## src/rtl/svmSeqPkg.sv

```systemverilog
package svmSeqPkg;

  typedef enum logic [2:0] {
    S_NULL = 3'd0,
    S_A_P  = 3'd1,
    S_A_Q  = 3'd2,
    S_B_P  = 3'd3,
    S_B_Q  = 3'd4
  } stateCode_t;

  // strobes from control to datapath
  typedef struct packed {
    logic load;   // capture inputs, clear tick, output null
    logic emit;   // output code of current tick, advance tick
  } seqStrobe_t;

  localparam int NUM_ELEM  = 5;              // distinct states per period
  localparam int NUM_SLOTS = 2 * NUM_ELEM;   // halved and mirrored

endpackage

```

## src/rtl/svmSeqCtrl.sv

```systemverilog
module svmSeqCtrl
  import svmSeqPkg::*;
(
  input  logic       clk,
  input  logic       rstN,
  input  logic       periodStart,
  input  logic       lastTick,
  output seqStrobe_t stb
);

  typedef enum logic {ST_IDLE, ST_RUN} ctrlState_t;

  ctrlState_t state;
  ctrlState_t stateNext;

  always_comb begin
    stb.load = periodStart;
    stb.emit = (state == ST_RUN) && !periodStart;
  end

  always_comb begin
    stateNext = state;
    if (periodStart) begin
      stateNext = ST_RUN;
    end else if (state == ST_RUN && lastTick) begin
      stateNext = ST_IDLE;
    end
  end

  always_ff @(posedge clk or negedge rstN) begin
    if (!rstN) begin
      state <= ST_IDLE;
    end else begin
      state <= stateNext;
    end
  end

endmodule

```

## src/rtl/svmSeqPath.sv

```systemverilog
module svmSeqPath
  import svmSeqPkg::*;
#(
  parameter int CNT_W = 12
) (
  input  logic             clk,
  input  logic             rstN,
  input  seqStrobe_t       stb,
  input  logic             qHigher,
  input  logic [CNT_W-1:0] dwellNull,
  input  logic [CNT_W-1:0] dwellAP,
  input  logic [CNT_W-1:0] dwellAQ,
  input  logic [CNT_W-1:0] dwellBP,
  input  logic [CNT_W-1:0] dwellBQ,
  output logic             lastTick,
  output logic [2:0]       stateCode
);

  localparam int SUM_W = CNT_W + 3;   // room for five full counts

  logic [CNT_W-1:0] latDwell [NUM_ELEM];
  logic             latQHigh;
  logic [SUM_W-1:0] tick;
  stateCode_t       codeReg;

  // element list of one half period: null, A-low, B-low, B-high, A-high
  logic [CNT_W-1:0] elemDwell [NUM_ELEM];
  stateCode_t       elemCode  [NUM_ELEM];

  always_comb begin
    elemDwell[0] = latDwell[0];
    elemCode[0]  = S_NULL;
    elemDwell[1] = latQHigh ? latDwell[1] : latDwell[2];
    elemCode[1]  = latQHigh ? S_A_P : S_A_Q;
    elemDwell[2] = latQHigh ? latDwell[3] : latDwell[4];
    elemCode[2]  = latQHigh ? S_B_P : S_B_Q;
    elemDwell[3] = latQHigh ? latDwell[4] : latDwell[3];
    elemCode[3]  = latQHigh ? S_B_Q : S_B_P;
    elemDwell[4] = latQHigh ? latDwell[2] : latDwell[1];
    elemCode[4]  = latQHigh ? S_A_Q : S_A_P;
  end

  logic [SUM_W-1:0] slotLen  [NUM_SLOTS];
  stateCode_t       slotCode [NUM_SLOTS];
  logic [SUM_W-1:0] slotEnd  [NUM_SLOTS];

  generate
    for (genvar s = 0; s < NUM_SLOTS; s++) begin : g_slot
      if (s < NUM_ELEM) begin : g_first
        // first half: floor of the count
        assign slotLen[s]  = SUM_W'(elemDwell[s] >> 1);
        assign slotCode[s] = elemCode[s];
      end else begin : g_second
        // mirrored second half: remainder, so the extra tick lands here
        assign slotLen[s]  = SUM_W'(elemDwell[NUM_SLOTS-1-s])
                           - SUM_W'(elemDwell[NUM_SLOTS-1-s] >> 1);
        assign slotCode[s] = elemCode[NUM_SLOTS-1-s];
      end
    end
  endgenerate

  always_comb begin
    logic [SUM_W-1:0] acc;
    acc = '0;
    for (int i = 0; i < NUM_SLOTS; i++) begin
      acc        = acc + slotLen[i];
      slotEnd[i] = acc;
    end
  end

  // first slot whose end lies beyond the current tick
  stateCode_t pick;
  always_comb begin
    pick = S_NULL;
    for (int i = NUM_SLOTS - 1; i >= 0; i--) begin
      if (tick < slotEnd[i]) begin
        pick = slotCode[i];
      end
    end
  end

  assign lastTick = ({1'b0, tick} + {{SUM_W{1'b0}}, 1'b1})
                    >= {1'b0, slotEnd[NUM_SLOTS-1]};

  always_ff @(posedge clk or negedge rstN) begin
    if (!rstN) begin
      for (int i = 0; i < NUM_ELEM; i++) begin
        latDwell[i] <= '0;
      end
      latQHigh <= 1'b0;
      tick     <= '0;
      codeReg  <= S_NULL;
    end else if (stb.load) begin
      latDwell[0] <= dwellNull;
      latDwell[1] <= dwellAP;
      latDwell[2] <= dwellAQ;
      latDwell[3] <= dwellBP;
      latDwell[4] <= dwellBQ;
      latQHigh    <= qHigher;
      tick        <= '0;
      codeReg     <= S_NULL;
    end else if (stb.emit) begin
      codeReg <= pick;
      tick    <= tick + 1'b1;
    end else begin
      codeReg <= S_NULL;
    end
  end

  assign stateCode = codeReg;

endmodule

```

## src/rtl/svmSeq.sv

```systemverilog
module svmSeq
  import svmSeqPkg::*;
#(
  parameter int CNT_W = 12
) (
  input  logic             clk,
  input  logic             rstN,
  input  logic             periodStart,
  input  logic             qHigher,
  input  logic [CNT_W-1:0] dwellNull,
  input  logic [CNT_W-1:0] dwellAP,
  input  logic [CNT_W-1:0] dwellAQ,
  input  logic [CNT_W-1:0] dwellBP,
  input  logic [CNT_W-1:0] dwellBQ,
  output logic [2:0]       stateCode
);

  seqStrobe_t stb;
  logic       lastTick;

  svmSeqCtrl u_ctrl (
    .clk         (clk),
    .rstN        (rstN),
    .periodStart (periodStart),
    .lastTick    (lastTick),
    .stb         (stb)
  );

  svmSeqPath #(.CNT_W(CNT_W)) u_path (
    .clk       (clk),
    .rstN      (rstN),
    .stb       (stb),
    .qHigher   (qHigher),
    .dwellNull (dwellNull),
    .dwellAP   (dwellAP),
    .dwellAQ   (dwellAQ),
    .dwellBP   (dwellBP),
    .dwellBQ   (dwellBQ),
    .lastTick  (lastTick),
    .stateCode (stateCode)
  );

endmodule

```

## config.mk

```make
export PLATFORM = sky130hd
export DESIGN_NAME = svmSeq
export DESIGN_NICKNAME = d
export VERILOG_FILES = /design/src/rtl/svmSeqPkg.sv /design/src/rtl/svmSeqCtrl.sv /design/src/rtl/svmSeqPath.sv /design/src/rtl/svmSeq.sv
export SDC_FILE = /design/constraint.sdc
export NUM_CORES = 1
export LEC_CHECK = 0
export CAP_MARGIN = 0
export CORE_ASPECT_RATIO = 1.5
export CORE_UTILIZATION = 65
export DETAILED_ROUTE_END_ITERATION = 6
export PLACE_DENSITY = 0.94
export SYNTH_ARGS = -nofsm -noshare
export SYNTH_HDL_FRONTEND = slang
export SYNTH_HIERARCHICAL = 1
export SYNTH_SLANG_ARGS = --single-unit
```

## constraint.sdc

```tcl
create_clock -name clk -period 23 [get_ports clk]
set_clock_uncertainty 0.05 [all_clocks]
set_input_delay 3.45 -clock clk [delete_from_list [all_inputs] [get_ports clk]]
set_output_delay 3.45 -clock clk [all_outputs]
set_load 0.02 [all_outputs]
```

# After elaboration in Yosys (flattened, before gate mapping)
# Cells that the tools add are included.
# word_totals
ff_bits	80
in_bits	64
output_inout_bits	3
# classes
add_sub_neg	16
magnitude_cmp	10
n_mux	23
n_reduce_logical	5
# ops
cell	n
$lt A15 B15 Y1	8
$add A15 B15 Y15	5
$sub A12 B11 Y13	5
$mux W12	4
$add A15 B11 Y15	3
$mux W3	13
$mux W15	2
$add A15 B1 Y16 const B	1
$ge A16 B15 Y1	1
$add A15 B1 Y15 const B	1
$lt A15 B11 Y1	1
$add A11 B11 Y12	1
$mux W2	2
$reduce_bool A2 Y1	2
$logic_and A1 B1 Y1	2
$mux W1	2
$logic_not A1 Y1	1

# Depth between registers and ports, before layout
# logic_depth
ltp_word	21
mapped_depth	54

# Cells and area by module
# Netlist, hierarchy kept.
# modules_own_cells
mod	n_inst	cells_per_inst	area_per_inst_um2
svmSeqPath	1	1685	14046.0
svmSeqCtrl	1	5	50.0

# Worst setup path before layout
# No wires, ideal clock.
# synth_path
kind	register -> register
from	reg u_path.latQHigh
to	reg u_ctrl.state
t_arrival_ns	10.594
path_slack_ns	12.238
stages_incl_launch_ff	50
n_path_buf	3
synth_period_minus_slack_ns	10.762
path_cell_list	dfrtp_1 -> buf_2 -> buf_1 -> clkbuf_1 -> mux2i_1 -> inv_1 -> fa_1 -> a211oi_1 -> o21bai_1 -> xnor2_1 -> ha_1 -> a21oi_1 -> o21a_1 -> xnor2_1 -> ha_1 -> a21oi_1 -> o21bai_1 -> maj3_1 -> [14 not listed] -> nand2_1 -> a2bb2oi_1 -> o31ai_1 -> a21oi_1 -> ha_1 -> xnor2_1 -> inv_1 -> ha_1 -> or4_1 -> a31o_2 -> a21oi_1 -> xnor2_1 -> xor2_1 -> ha_1 -> o2111ai_1 -> nand3_1 -> inv_1 -> a21o_1
# synth_between
elab_chain_len	13
# synth_lines
element	line	rtl
from (decl)	svmSeqPath.sv:22	logic latQHigh;
from (signal assigned)	svmSeqPath.sv:99	latQHigh <= qHigher;
$mux W12	svmSeqPath.sv:33	elemDwell[1] = latQHigh ? latDwell[1] : latDwell[2];
$add A11 B11 Y12	svmSeqPath.sv:66	acc = acc + slotLen[i];
$add A15 B11 Y15 (3 in series)	svmSeqPath.sv:66	
$add A15 B15 Y15 (3 in series)	svmSeqPath.sv:66	
$add A15 B15 Y15 (*) (2 in series)	svmSeqPath.sv:66	
$ge A16 B15 Y1 (*)	svmSeqPath.sv:83	>= {1'b0, slotEnd[NUM_SLOTS-1]};
via lastTick	svmSeq.sv:19	logic lastTick;
$logic_and A1 B1 Y1 (*)	svmSeqCtrl.sv:25	end else if (state == ST_RUN && lastTick) begin
$reduce_bool A2 Y1 (no line) (*)	n/a	
to (signal assigned)	svmSeqCtrl.sv:34	state <= stateNext;
to (decl)	svmSeqCtrl.sv:13	ctrlState_t state;
# Mark *: on every way through the listed nets, which the timed path passes. The rest lies on a longest branch.
# A chain may end at the register's enable or synchronous reset.

# Final worst setup path
# Ends and elaborated chain as after synthesis.

==> impl.org <==
** Status
- The run finished, with violations left.
- Violations in the final reports :: design-rule violations

** Worst setup path
- Broken down by cell family, the worst path's largest delay share belongs to adder cells.
- Setup crit end kind :: flip-flop
- Data on the critical path is required at its endpoint by 23.20 ns.
- Most numerous cell on the critical path :: sky130_fd_sc_hd__ha_1
- Critical Setup Path Class :: reg2reg
- Crit path largest cell delay :: 0.71 ns
- Crit path buffers/inverters :: 5
- Among all stages on the critical path, the largest delay is contributed by sky130_fd_sc_hd__dfrtp_2.
- Crit Path Max Fanout :: 34
- The worst setup path is launched from a flip-flop.
- CP Data Arrival Time :: 12.23 ns

** Logic synthesis
- In this run, synthesis produced a sequential element count of 80.
- After synthesis the cells add up to 14100 um2.
- Dominant register cell in the synthesized netlist :: sky130_fd_sc_hd__dfrtp_1
- The top cell type by area accounts for 26.1% of the synthesized area.
- By area the synthesized netlist is led by sky130_fd_sc_hd__ha_1, sky130_fd_sc_hd__dfrtp_1, sky130_fd_sc_hd__xnor2_1.
- Sequential fraction of the synthesis area :: roughly 14%
- Avg Synthesized Cell Area :: 8.34 um2
- For this run, the number of Yosys warnings is 6.
- Summed over all instances, the cell type with the most area after synthesis is sky130_fd_sc_hd__ha_1.
- Post-Syn Nets :: 2062
- Async set-reset flop share out of synthesis :: 100%
- Cells after synthesis :: 1690
- In this run, synthesis inferred 0 flip-flops with an integrated enable.
- After synthesis, the netlist uses 75 different library cells.

** Detailed routing
- The first detailed-routing pass ran for 7 iterations.
- In the routed layout, each cell is associated on average with a via count of 6.22.
- Once detail routing completed, the nets flagged for antenna violations numbered 0.
- Wirelength, routed :: around 38000 um
- Dividing the detail-routed wire length by the instance count gives 18.7 um.
- After detailed routing, the number of remaining DRC violations is 16.
- Number of violations reported at the end of detailed-routing iteration 0 :: 701
- Detailed-route via count :: 12600

** Floorplanning
- Overall die width :: 122 um
- Starting utilization of the core area :: roughly 67%
- The floorplan has 65 rows.
- Floorplan die area :: 22300 um2
- I/O pin cnt :: 67
- From bottom edge to top edge, the die measures 182 um.
- Placeable core region :: ~21000 um2

** Global routing
- Number of antenna violations at the first check in global routing :: 0
- Maximum number of pins on one net before global-route repair :: between 70 and 80
- In the global route stage, met1 resource usage came out at 37.1%.
- Global routing used 3.91% of the available met3 tracks.
- Across every metal layer, demand over resource in global routing totals approximately a third.
- The via count of the first global-routing pass is ~13000.
- Global route hottest layer :: met2
- The total overflow left after global routing is 0.
- The first global-routing pass estimated about 61000 um of wire.
- For met2 alone, demand over resource in global routing was 62.2%.

** Clock tree
- In this run, post-CTS repair resized a total of 0 instances.
- Clock latency on the worst-skew pair, taken at its later pin, is roughly 0.37 ns.
- Max clock buf depth :: 2
- TritonCTS clock tree :: yes
- Root buf cell :: sky130_fd_sc_hd__clkbuf_16
- After clock tree synthesis, the clock-pin slew on the worst setup and hold paths is around 0.070 ns.
- Number of buffers added by the clock tree synthesis step :: 9
- The H-tree generated during clock tree synthesis spans 3 levels.
- Post-CTS timing repair inserted 0 buffers for setup.
- Clock sinks :: 80
- Quantity of hold-fixing buffers added after cts :: 0

** STA
- Relative slew margins :: between 40% and 50%
- Final Setup Violations :: 0
- Tightest Pin Transition :: 0.741 ns
- Minimum period implied by the final worst setup slack :: around 12 ns
- WHS :: ~0.42 ns
- The max-slew violation total from the final report was 0.
- Post-Route Setup TNS :: 0 ns
- The number of hold violations in the final report is 0.
- For this run, the top clock speed supported by timing is 83.1 MHz.
- Setup repair after global routing left no endpoint under its margin.
- Period utilization :: a little over half

** Placed design
- Standard cell area after detailed placement :: 15000 um2
- At the end of routability-driven placement, the weighted congestion stood at 0.920.
- The count of buffers added on input and output ports is 66.
- Sum of net half-perimeters after detailed placement :: 30700 um

** Finish
- In the final layout, the share of cells above drive strength 1 is 6.69%.
- The multi-input combinational cells in the finished layout cover a total of 11100 um2.
- Combined flip-flop and latch cell area :: 2000 um2
- Final nets :: 2116
- Top library cells by usage in the layout, fill and taps aside :: sky130_fd_sc_hd__ha_1, sky130_fd_sc_hd__inv_1, sky130_fd_sc_hd__a21oi_1, sky130_fd_sc_hd__xnor2_1, sky130_fd_sc_hd__nor2_1
- Total of fill cells in the finished design :: 1554
- The repair_antennas step left the layout with diodes totalling 0.
- Layout Cell Area excl Fill :: between 15000 and 20000 um2
- Leaving out fill and tap cells, the most frequent cell in the layout is sky130_fd_sc_hd__ha_1.
- Area grow syn2layout :: 8.81%
- At the end of the flow the core is filled with cells to 72.5%.

** Job
- Maxcap violations :: 0

** Min path
- In this run the worst hold path is classified as reg2reg.
## cell type report
cell class / count / share of cell area [%]
multi-input combinational: 1354 / 72.6
clock inverter: 6 / 0.587
tap: 268 / 2.19
clock buffer: 10 / 1.49
sequential: 80 / 13.1
inverter: 227 / 5.56
timing repair buffer: 72 / 4.57
## worst reg2reg max path: cells and delay by family (launching register included)
| family | cells | cell delay [ns] |
|---|---|---|
| adder cells (fa/ha/maj) | 10 | 3.21 |
| AO/OA/AOI/OAI | 15 | 3.09 |
| AND/OR/NAND/NOR | 11 | 2.06 |
| XOR/XNOR | 8 | 1.44 |
| buffers and inverters | 5 | 0.91 |
| flip-flops | 1 | 0.71 |
| multiplexers | 1 | 0.45 |
## cell usage after synthesis, types with 5 or more instances
master	instances
sky130_fd_sc_hd__or2_2	5
sky130_fd_sc_hd__nand3_1	27
sky130_fd_sc_hd__a211oi_1	14
sky130_fd_sc_hd__a21o_1	73
sky130_fd_sc_hd__xor2_1	62
sky130_fd_sc_hd__and3_1	15
sky130_fd_sc_hd__a21boi_0	13
sky130_fd_sc_hd__o211ai_1	7
sky130_fd_sc_hd__o21ai_0	82
sky130_fd_sc_hd__nor3_1	14
sky130_fd_sc_hd__mux2_2	69
sky130_fd_sc_hd__o31ai_1	5
sky130_fd_sc_hd__ha_1	294
sky130_fd_sc_hd__o2111ai_1	14
sky130_fd_sc_hd__and2_1	7
sky130_fd_sc_hd__nand4_1	5
sky130_fd_sc_hd__nand2_1	82
sky130_fd_sc_hd__nand2b_1	20
sky130_fd_sc_hd__nor2b_1	19
sky130_fd_sc_hd__clkbuf_1	23
sky130_fd_sc_hd__or4_1	5
sky130_fd_sc_hd__fa_1	14
sky130_fd_sc_hd__dfrtp_1	80
sky130_fd_sc_hd__a21oi_1	122
sky130_fd_sc_hd__xnor2_1	114
sky130_fd_sc_hd__maj3_1	7
sky130_fd_sc_hd__o21a_1	14
sky130_fd_sc_hd__mux2i_1	30
sky130_fd_sc_hd__o21bai_1	41
sky130_fd_sc_hd__nor2_1	106
sky130_fd_sc_hd__a31oi_1	12
sky130_fd_sc_hd__inv_1	225
## flip-flops by register name (all words and copies together), names as in the netlist
name and count:
u_ctrl/state 1, u_path/elemDwell 12, u_path/latDwell 48, u_path/latQHigh 1
u_path/stateCode 3, u_path/tick 15
## worst paths after layout
check | endpoint | depth (start not counted) | slack, ns | start
max in group asynchronous | u_path/latDwell[45] | 2 | 18.95 | rstN
setup reg to reg | u_ctrl/state | 50 | 10.97 | u_path/latQHigh
setup / recovery | u_ctrl/state | 50 | 10.97 | u_path/latQHigh
hold / removal | u_ctrl/state | 1 | 0.42 | u_ctrl/state
min in group asynchronous | u_path/elemDwell[48] | 1 | 2.99 | rstN
hold reg to reg | u_ctrl/state | 1 | 0.42 | u_ctrl/state
## per-stage QoR
stage               cells  worst slack (ns)
floorplan            1690             12.24
global placement     2001             11.59
detailed placement   2001             11.23
CTS                  2017             11.11
global route         2017              9.90
finish               2017             10.97
## per-layer routing
metal,wire [um],part of all wire (%),vias up
met5,0,0,-
met4,2990,7.9,0
met3,1480,3.9,170
met2,18900,50,457
met1,14300,38,5884
li1,-,-,6041
## logic make-up after synthesis
| group | Yosys count | share of synthesized area [%] |
|---|---|---|
| AND/OR/NAND/NOR | 321 | 10.9 |
| buffers and inverters | 256 | 6.85 |
| XOR/XNOR | 180 | 11.5 |
| AO/OA/AOI/OAI | 437 | 20.2 |
| adder cells (fa/ha/maj) | 315 | 28.6 |
| other | 1 | 0.0266 |
| multiplexers | 100 | 7.75 |
| flip-flops | 80 | 14.2 |
Power is left out: the tool's default activity adds up to more than one toggle a clock period on the data nets, which glitch-free logic cannot reach.
